[src/rtl/cutoff_meas_pkg.sv]
package cutoff_meas_pkg;

  // Switch-on phases of the calibration controller
  typedef enum logic [1:0] {
    PH_RESET  = 2'd0,
    PH_WARM   = 2'd1,
    PH_SETTLE = 2'd2,
    PH_RUN    = 2'd3
  } phase_t;

endpackage

[src/rtl/cms_flag_reg.sv]
// Samples the digitised comparator flags once per clock.
module cms_flag_reg #(
  parameter int W = 3
) (
  input  logic         clk,
  input  logic         rst_n,
  input  logic [W-1:0] d_i,
  output logic [W-1:0] q_o
);

  always_ff @(posedge clk or negedge rst_n) begin
    if (!rst_n) q_o <= '0;
    else        q_o <= d_i;
  end

endmodule

[src/rtl/cms_burst_timer.sv]
// Arms on the first trailing vertical edge and counts the measurement lines.
module cms_burst_timer #(
  parameter int LINES = 4
) (
  input  logic                 clk,
  input  logic                 rst_n,
  input  logic                 sc_in,
  input  logic                 sc_q,
  input  logic                 fb_in,
  input  logic                 fb_q,
  input  logic                 ln_in,
  input  logic                 ln_q,
  output logic                 pend_o,
  output logic                 busy_o,
  output logic [((LINES > 1) ? $clog2(LINES) : 1)-1:0] idx_o
);

  localparam int LW = (LINES > 1) ? $clog2(LINES) : 1;
  localparam logic [LW-1:0] LAST = LW'(LINES - 1);

  logic sc_rise, sc_fall, fb_fall, ln_rise;
  logic trig, start;
  logic fired_q, fired_d;
  logic seen_q, seen_d;
  logic pend_q, pend_d;
  logic busy_q, busy_d;
  logic [LW-1:0] idx_q, idx_d;

  assign sc_rise = sc_in & ~sc_q;
  assign sc_fall = ~sc_in & sc_q;
  assign fb_fall = ~fb_in & fb_q;
  assign ln_rise = ln_in & ~ln_q;

  // first trailing edge of either vertical signal, only once per interval
  assign trig  = (sc_fall | fb_fall) & ~fired_q & seen_q & ~pend_q & ~busy_q;
  assign start = ln_rise & (pend_q | trig);

  always_comb begin
    fired_d = fired_q;
    if (trig)    fired_d = 1'b1;
    if (sc_rise) fired_d = 1'b0;

    seen_d = fb_in | (seen_q & ~sc_rise);

    pend_d = pend_q;
    if (start)     pend_d = 1'b0;
    else if (trig) pend_d = 1'b1;

    busy_d = busy_q;
    idx_d  = idx_q;
    if (start) begin
      busy_d = 1'b1;
      idx_d  = '0;
    end else if (busy_q && ln_rise) begin
      if (idx_q == LAST) begin
        busy_d = 1'b0;
        idx_d  = '0;
      end else begin
        idx_d = idx_q + LW'(1);
      end
    end
  end

  always_ff @(posedge clk or negedge rst_n) begin
    if (!rst_n) begin
      fired_q <= 1'b0;
      seen_q  <= 1'b0;
      pend_q  <= 1'b0;
      busy_q  <= 1'b0;
      idx_q   <= '0;
    end else begin
      fired_q <= fired_d;
      seen_q  <= seen_d;
      pend_q  <= pend_d;
      busy_q  <= busy_d;
      idx_q   <= idx_d;
    end
  end

  assign pend_o = pend_q;
  assign busy_o = busy_q;
  assign idx_o  = idx_q;

endmodule

[src/rtl/cms_phase_fsm.sv]
// Two-step switch-on sequence: warm-up, settling, run.
module cms_phase_fsm
  import cutoff_meas_pkg::*;
(
  input  logic   clk,
  input  logic   rst_n,
  input  logic   warm_i,
  input  logic   stable_i,
  input  logic   lrst_i,
  output phase_t phase_o
);

  phase_t phase_q, phase_d;

  always_comb begin
    phase_d = phase_q;
    if (lrst_i) begin
      phase_d = PH_WARM;
    end else begin
      case (phase_q)
        PH_RESET:  phase_d = PH_WARM;
        PH_WARM:   if (warm_i)   phase_d = PH_SETTLE;
        PH_SETTLE: if (stable_i) phase_d = PH_RUN;
        PH_RUN:    phase_d = PH_RUN;
        default:   phase_d = PH_WARM;
      endcase
    end
  end

  always_ff @(posedge clk or negedge rst_n) begin
    if (!rst_n) phase_q <= PH_RESET;
    else        phase_q <= phase_d;
  end

  assign phase_o = phase_q;

endmodule

[src/rtl/cutoff_meas_seq.sv]
module cutoff_meas_seq
  import cutoff_meas_pkg::*;
#(
  parameter int NUM_CHAN = 3
) (
  input  logic                clk,
  input  logic                rst_n,
  input  logic                sc_vert_i,
  input  logic                hline_i,
  input  logic                flyback_i,
  input  logic                cath_warm_i,
  input  logic                loop_stable_i,
  input  logic                leak_reset_i,
  input  logic                cutoff_off_i,
  output logic                leak_meas_o,
  output logic [NUM_CHAN-1:0] chan_meas_o,
  output logic                out_blank_o,
  output logic                out_clamp_o,
  output logic                bright_dis_o,
  output logic                monitor_en_o,
  output logic                cutoff_en_o
);

  localparam int LINES = NUM_CHAN + 1;
  localparam int LW    = (LINES > 1) ? $clog2(LINES) : 1;

  logic [2:0]    flag_d, flag_q;
  logic          pend, busy;
  logic [LW-1:0] idx;
  phase_t        phase;
  logic          vblank, cut_act;

  assign flag_d = {sc_vert_i, flyback_i, hline_i};

  cms_flag_reg #(.W(3)) flags_i (
    .clk   (clk),
    .rst_n (rst_n),
    .d_i   (flag_d),
    .q_o   (flag_q)
  );

  cms_burst_timer #(.LINES(LINES)) burst_i (
    .clk    (clk),
    .rst_n  (rst_n),
    .sc_in  (sc_vert_i),
    .sc_q   (flag_q[2]),
    .fb_in  (flyback_i),
    .fb_q   (flag_q[1]),
    .ln_in  (hline_i),
    .ln_q   (flag_q[0]),
    .pend_o (pend),
    .busy_o (busy),
    .idx_o  (idx)
  );

  cms_phase_fsm phase_i (
    .clk      (clk),
    .rst_n    (rst_n),
    .warm_i   (cath_warm_i),
    .stable_i (loop_stable_i),
    .lrst_i   (leak_reset_i),
    .phase_o  (phase)
  );

  // vertical interval as seen by the outputs: sandcastle, wait, burst
  assign vblank  = flag_q[2] | pend | busy;
  assign cut_act = ((phase == PH_SETTLE) || (phase == PH_RUN)) && !cutoff_off_i;

  assign leak_meas_o = busy & (idx == '0) & cut_act;

  generate
    for (genvar c = 0; c < NUM_CHAN; c++) begin : g_chan
      assign chan_meas_o[c] = busy & (idx == LW'(c + 1)) & cut_act;
    end
  endgenerate

  assign out_clamp_o  = busy & cutoff_off_i & (phase != PH_RESET);
  assign bright_dis_o = vblank;
  assign out_blank_o  = (phase != PH_RUN) | vblank;
  assign monitor_en_o = (phase == PH_WARM) & vblank;
  assign cutoff_en_o  = cut_act;

endmodule

[config.mk]
export PLATFORM = sky130hd
export DESIGN_NAME = cutoff_meas_seq
export DESIGN_NICKNAME = d
export VERILOG_FILES = /design/src/rtl/cutoff_meas_pkg.sv /design/src/rtl/cms_flag_reg.sv /design/src/rtl/cms_burst_timer.sv /design/src/rtl/cms_phase_fsm.sv /design/src/rtl/cutoff_meas_seq.sv
export SDC_FILE = /design/constraint.sdc
export NUM_CORES = 1
export LEC_CHECK = 0
export BUFFER_PORTS_ARGS = -buffer_cell sky130_fd_sc_hd__buf_2
export CORE_UTILIZATION = 45
export DETAILED_ROUTE_END_ITERATION = 12
export PLACE_DENSITY = 0.79
export SLEW_MARGIN = 10
export SYNTH_ARGS = -nofsm -noshare
export SYNTH_HDL_FRONTEND = slang
export SYNTH_SLANG_ARGS = --single-unit
[constraint.sdc]
create_clock -name clk -period 1.6 [get_ports clk]
set_input_delay 0.32 -clock clk [delete_from_list [all_inputs] [get_ports clk]]
set_output_delay 0.32 -clock clk [all_outputs]
set_load 0.03 [all_outputs]
==> run summary, run 1 <==
CORE AREA: 1320 µm²
data required time at the worst endpoint: 1.28 ns
pin count of the biggest net entering global routing: 15
Cell Int Power: 0.718 mW
sequential-to-total area share from yosys stat: 42.6%
actual slew at the worst max-slew pin: 0.306 ns
Net Count, Synth: 70
width of the die: 39.9 µm
pre-CTS WS: 0.239 ns
vias in the first global route: 530
die area: 1590 µm²
Ports: 18
clock latency on the worst-skew pair: 0.27 ns
post-route fraction of the period consumed by the critical path: 98.5%
Net Sw Power: 0.470 mW
part of the power in combinational logic: 48.5%
arrival time at the worst endpoint: 1.26 ns
Max Fanout on Critical Path: 3
final weighted congestion in routability-driven placement: 0.705
maximum number of buffers from clock root to sink: 2
clock tree from TritonCTS: yes
per-instance average area after synthesis: 11.3 µm²
sequential cell fraction of total power: 35.6%
total of buffers placed on input and output ports: 17
switching share of power: 39.6%
buffering stage count on the worst path with inverters included: 1
standard-cell row count: 13
library cell with the largest summed area after synthesis: dfrtp_1
net count reported at finish: 98
total clock buffers created by CTS: 3
FF+latch count, synth: 11
unrepaired setup endpoints after global routing: true
Cells after Synth: 57
Wirelength per Cell: 14.0 µm
DRC: 0
time the final worst path needs with I/O delays and setup: 1.58 ns
Die H: 39.9 µm
global-route usage over all layers: 22.0%
Layout fillers: 106
cell area after layout: 857 µm²
Post-Route Hold Slack: 0.187 ns
global-route wire length before repair: 2.21 mm
CTS H-tree lvls: 1
Routed Wire Length: 1.39 mm
initial cell density of the core: 49.0%
P per Cell Area: 1390 nW/µm²
status: finished clean
first-iteration detailed-routing DRC count: 4
overall via count from detail_route: 533
leakage power: 0.419 nW
total area of multi-input combinational cells: 353 µm²
number of distinct library cells after synthesis: 32
max-slew headroom at the worst pin: 79.3%
DPL Wire Length: 906 µm
final-report setup violation count: 0
area added between synthesis and finish: 32.8%
TritonCTS Sinks: 11
PnR worst setup slack: 0.0235 ns
placed cell areas: 754 µm²
Worst path slowest cell: dfrtp_1
Final Slew Violations: 0
skew final: 0.00930 ns
Post-DRT Antenna Nets: 0
kind of cell with the highest combined delay on the critical path: simple AND/OR/NAND/NOR gates
overflow left after global routing: 0
post-layout power: 1.19 mW
stage delay of the slowest cell on the critical path: 0.39 ns
power share of the clock group: 16.0%
DRT Pass-1 Iters: 4
share of Yosys cell area claimed by the top area cell type: 42.6%
vias per std cell: 5.38
setup_tns: 0 ns
Mapped Area: 646 µm²
fraction of layout instances using a drive strength above 1: 46.4%
post-layout util: 65.1%
Final Instance Count excl. Fillers: 99
number of hold-slack violations in the final timing report: 0
antenna violations before repair: 0
Max Clk Rate: 634 MHz
maximum ir drop on the vdd rail: 0.799 mV
Syn. warnings: 0
Worst Hold Class: primary input to register
sequential cell area: 278 µm²
Critical Path Sink Type: output port
Cells after DPL: 89
clock root cell: clkbuf_4
Max-Cap Viols: 0
Clock transition at path regs: 0.07 ns
Antenna Cells: 0
cell chain of the critical path: nor3_2 > nand3_1 > buf_2
Crit Path Class: register to output port
top post-synthesis cells by area: dfrtp_1 (43%), ha_1 (7.8%), a2111oi_4 (4.3%), and3_1 (3.9%), a211oi_4 (3.1%)
critical path launch point type: register
[path summary, 6_finish.rpt]
kind | startpoint | end | slack [ns] | depth (start not counted)
max | burst_i.pend_o$_DFFE_PN0P_ | out_blank_o | 0.02 | 3
min | flyback_i | flags_i.q_o[1]$_DFF_PN0_ | 0.19 | 1
max reg2reg | burst_i.idx_o[1]$_DFFE_PN0P_ | burst_i.idx_o[0]$_DFFE_PN0P_ | 0.18 | 5
min reg2reg | burst_i.seen_q$_DFF_PN0_ | burst_i.seen_q$_DFF_PN0_ | 0.49 | 1
max in group asynchronous | rst_n | phase_i.phase_o[1]$_DFFE_PN0P_ | 0.90 | 2
min in group asynchronous | rst_n | burst_i.idx_o[0]$_DFFE_PN0P_ | 0.46 | 2
[power by group through the flow]
stage               clock network, mW  registers (mW)  logic (mW)
floorplan                           0           0.413       0.358
global placement                    0           0.414       0.462
detailed placement                  0           0.416       0.477
CTS                             0.194           0.415       0.510
global route                    0.207           0.431       0.623
finish                          0.190           0.422       0.575
[cell usage after synthesis (all sizes together)]
master / number
a2111oi: 1
o211a: 1
dfrtp: 11
nand3: 1
inv: 4
o22a: 1
nand4b: 2
nor2b: 1
nor2: 3
a22o: 1
a21o: 2
o21a: 1
nand2: 1
nor3b: 1
ha: 4
or3: 1
buf: 2
o31a: 1
a211oi: 1
a21oi: 1
nand3b: 1
mux2i: 1
a2bb2oi: 1
nor3: 1
nand2b: 4
o41ai: 1
nor4b: 1
and2b: 1
o21ai: 1
and3: 4
[flip-flops by register name, indices dropped and copies added, names as in the netlist]
| signal | cells |
|---|---|
| flags_i.q_o | 3 |
| phase_i.phase_o | 2 |
| burst_i.seen_q | 1 |
| burst_i.idx_o | 2 |
| burst_i.fired_q | 1 |
| burst_i.pend_o | 1 |
| burst_i.busy_o | 1 |
[area by class of cell]
| class | instances | area share, % |
|---|---|---|
| Timing Repair Buffer | 25 | 19.3 |
| Inverter | 4 | 1.75 |
| Multi-Input combinational cell | 40 | 41.2 |
| Sequential cell | 11 | 32.4 |
| Clock buffer | 3 | 2.63 |
| Clock inverter | 1 | 0.584 |
| Tap cell | 15 | 2.19 |
[cell families (layout without fill, tap and decap cells)]
group | count (synthesis) | count (layout) | synth area share (%)
and+or+nand+nor | 22 | 22 | 22.7
adders and majority gates | 4 | 4 | 7.75
DFF | 11 | 11 | 42.6
muxes | 1 | 1 | 1.55
AOI/OAI and AO/OA | 13 | 13 | 20.7
buffers and inverters | 6 | 33 | 4.65
[cells in the final DEF, fill, tap and decap left out, types with 2 or more instances in the layout]
master,count
buf_2,13
dfrtp_1,9
buf_4,9
and3_1,4
nor2_1,3
ha_1,3
clkbuf_4,3
inv_2,2
inv_1,2
nand2b_1,2
a21o_1,2
nand4b_1,2
dfrtp_2,2
buf_6,2
[layer usage]
metal  share of wire [%]  GRT usage, %
met5                   0             0
met4                0.58          7.76
met3                 3.3          8.52
met2                  52          39.1
met1                  44          22.8
[what timing repair did]
item | 4_1_cts | 5_1_grt
endpoints found under the hold margin | 11 | 0
pin swaps | 0 | 1
resized for setup | 4 | 11
setup endpoints to repair | 6 | 5
hold buffers | 1 | 0
setup buffers | 2 | 3
Power figures use the tool's default switching activity.
==> run 2, diff against run 1 <==
--- a/config.mk
+++ b/config.mk
@@ -6,9 +6,10 @@
 export NUM_CORES = 1
 export LEC_CHECK = 0
 export BUFFER_PORTS_ARGS = -buffer_cell sky130_fd_sc_hd__buf_2
-export CORE_UTILIZATION = 45
+export CORE_MARGIN = 10
+export CORE_UTILIZATION = 44
 export DETAILED_ROUTE_END_ITERATION = 12
-export PLACE_DENSITY = 0.79
+export PLACE_DENSITY = 0.81
 export SLEW_MARGIN = 10
 export SYNTH_ARGS = -nofsm -noshare
 export SYNTH_HDL_FRONTEND = slang
==> constraint.sdc (replaced) <==
create_clock -name clk -period 1.3 [get_ports clk]
set_input_delay 0.26 -clock clk [delete_from_list [all_inputs] [get_ports clk]]
set_output_delay 0.26 -clock clk [all_outputs]
set_load 0.03 [all_outputs]
==> run 2 against run 1 <==
  * The run now ends with setup timing left
  * Combinational power rose by 95%
  * Largest power group unchanged
  * Highest routed layer unchanged
  * Total power rose by 61%
  * Critical path type unchanged
  * Die area rose by 110%
  * Sequential power rose by 34%
  * Global-route usage fell by 12 points
  * Count of clock-buffer cells in the layout rose by 1
  * Via count rose by 4.7%
  * Clock power rose by 18%
  * Sequential share of layout area fell by 5.9 points
==> run summary, run 2 (synthesized netlist as in run 1, its figures left out) <==
cell chain of the critical path: inv_4 > ha_1 > and3_2 > buf_6
Ports: 18
width of the die: 58.3 µm
vias in the first global route: 600
vias per std cell: 5.21
total clock buffers created by CTS: 3
CORE AREA: 1350 µm²
post-layout util: 77.9%
number of hold-slack violations in the final timing report: 0
start point of the worst hold path: flyback_i
Crit Path Class: register to output port
Worst Reg-to-Reg Cells: 7
flip-flop count of the largest register after layout: 3
DRC: 0
DRT Pass-1 Iters: 2
CTS H-tree lvls: 1
overflow left after global routing: 0
Worst Hold Class: primary input to register
pin count of the biggest net entering global routing: 12
leading cell type in the layout, fill and taps excluded: buf_6
startpoint of the worst register-to-register path: burst_i.idx_o[0]$_DFFE_PN0P_
global-route usage over all layers: 9.57%
die area: 3400 µm²
first-iteration detailed-routing DRC count: 8
status: complete, but fails checks
post-layout power: 1.91 mW
violated checks: setup timing
P per Cell Area: 1810 nW/µm²
leakage power: 0.478 nW
Worst path slowest cell: dfrtp_2
Antenna Cells: 0
Max Clk Rate: 656 MHz
net count reported at finish: 106
Critical Path Sink Type: output port
global-route wire length before repair: 2.63 mm
most frequent cells in the layout: buf_6 (15), buf_4 (9), dfrtp_1 (8), buf_2 (8)
Die H: 58.3 µm
setup_tns: -1.47 ns
Max-Cap Viols: 0
final weighted congestion in routability-driven placement: 0.853
buffering stage count on the worst path with inverters included: 2
critical path launch point type: register
post-route fraction of the period consumed by the critical path: 117%
maximum number of buffers from clock root to sink: 2
cell count of the worst hold path: 1
final-report setup violation count: 10
Clock transition at path regs: 0.07 ns
time the final worst path needs with I/O delays and setup: 1.52 ns
standard-cell row count: 13
overall via count from detail_route: 558
Post-DRT Antenna Nets: 0
TritonCTS Sinks: 11
data required time at the worst endpoint: 1.04 ns
Final Slew Violations: 0
PnR worst setup slack: -0.224 ns
max-slew headroom at the worst pin: 79.9%
unrepaired setup endpoints after global routing: true
initial cell density of the core: 47.8%
endpoint of the worst hold path: flags_i.q_o[1]$_DFF_PN0_
clock root cell: clkbuf_4
maximum ir drop on the vdd rail: 1.14 mV
arrival time at the worst endpoint: 1.26 ns
clock tree from TritonCTS: yes
Most flops, register: flags_i.q_o
actual slew at the worst max-slew pin: 0.294 ns
Max Fanout on Critical Path: 4
fraction of layout instances using a drive strength above 1: 60.9%
total of buffers placed on input and output ports: 17
antenna violations before repair: 0
kind of cell with the highest combined delay on the critical path: flip-flops
endpoint of the lowest-slack register-to-register path: burst_i.idx_o[0]$_DFFE_PN0P_
DPL Wire Length: 1.06 mm
Routed Wire Length: 1.74 mm
Wirelength per Cell: 16.3 µm
stage delay of the slowest cell on the critical path: 0.46 ns
R2R setup slack: -0.10 ns
skew final: 0.00538 ns
area added between synthesis and finish: 63.0%
clock latency on the worst-skew pair: 0.26 ns
==> run 2: changes by cell type in the layout (fill, tap and decap cells not counted), sizes merged <==
cell    previous run  this run
buf               24        32
clkbuf             3         4
clkinv             1         0
==> run 2: metrics by stage <==
stage / cells / worst slack [ns] / hold slack, ns / instance area [µm²]
final: 107 / -0.224 / 0.126 / 1050
after global routing: 107 / -0.272 / 0.116 / 1050
after CTS: 105 / -0.197 / 0.121 / 970
after detailed placement: 91 / -0.00687 / 0.142 / 786
after global placement: 91 / 0.0406 / 0.143 / 786
after floorplan: 57 / -0.0557 / -0.0356 / 667
==> run 2: metal layers <==
| layer | GRT usage, % | part of all wire (%) | vias up |
|---|---|---|---|
| li1 | - | - | 279 |
| met2 | 14.9 | 51 | 19 |
| met5 | 0 | 0 | - |
| met4 | 5.37 | 2.1 | 0 |
| met3 | 3.22 | 6.6 | 4 |
| met1 | 11.2 | 41 | 256 |
==> run 2: timing repair <==
action / CTS / global route
setup endpoints to repair: 10 / 11
pin swaps: 6 / 2
buffers inserted: 9 / 3
resized for setup: 25 / 18
hold buffers: 1 / 0
hold endpoints to repair: 11 / 0
==> run 2: cell type report <==
cell class / instances / area, µm²
flip-flops and latches: 11 / 279
inverters: 4 / 20.0
multi-input cells: 40 / 422
repair buffers: 33 / 287
clock buffers: 4 / 26.3
fillers: 82 / 298
well taps: 15 / 18.8
==> run 2: how the worst max path moves through the flow <==
stage | from | end | slack, ns | depth (start not counted)
detailed placement | burst_i.idx_o[0]$_DFFE_PN0P_ | leak_meas_o | -0.007 | 4
floorplan | burst_i.busy_o$_DFFE_PN0P_ | monitor_en_o | -0.06 | 3
finish | burst_i.idx_o[1]$_DFFE_PN0P_ | chan_meas_o[0] | -0.22 | 4
global placement | burst_i.idx_o[0]$_DFFE_PN0P_ | chan_meas_o[1] | 0.04 | 4
global route | burst_i.idx_o[1]$_DFFE_PN0P_ | chan_meas_o[0] | -0.27 | 4
CTS | burst_i.idx_o[0]$_DFFE_PN0P_ | leak_meas_o | -0.20 | 4
==> run 2: worst register-to-register path, stage by stage (launching register included) <==
cell     delay (ns)
dfrtp_2        0.42
inv_4          0.07
buf_6          0.11
buf_6          0.10
buf_6          0.10
buf_6          0.11
buf_6          0.11
o41ai_4        0.27
==> run 2: where the power goes <==
part,switching (mW),internal [mW]
logic,0.520,0.600
clock network,0.106,0.119
registers,0.128,0.436
total,0.754,1.15
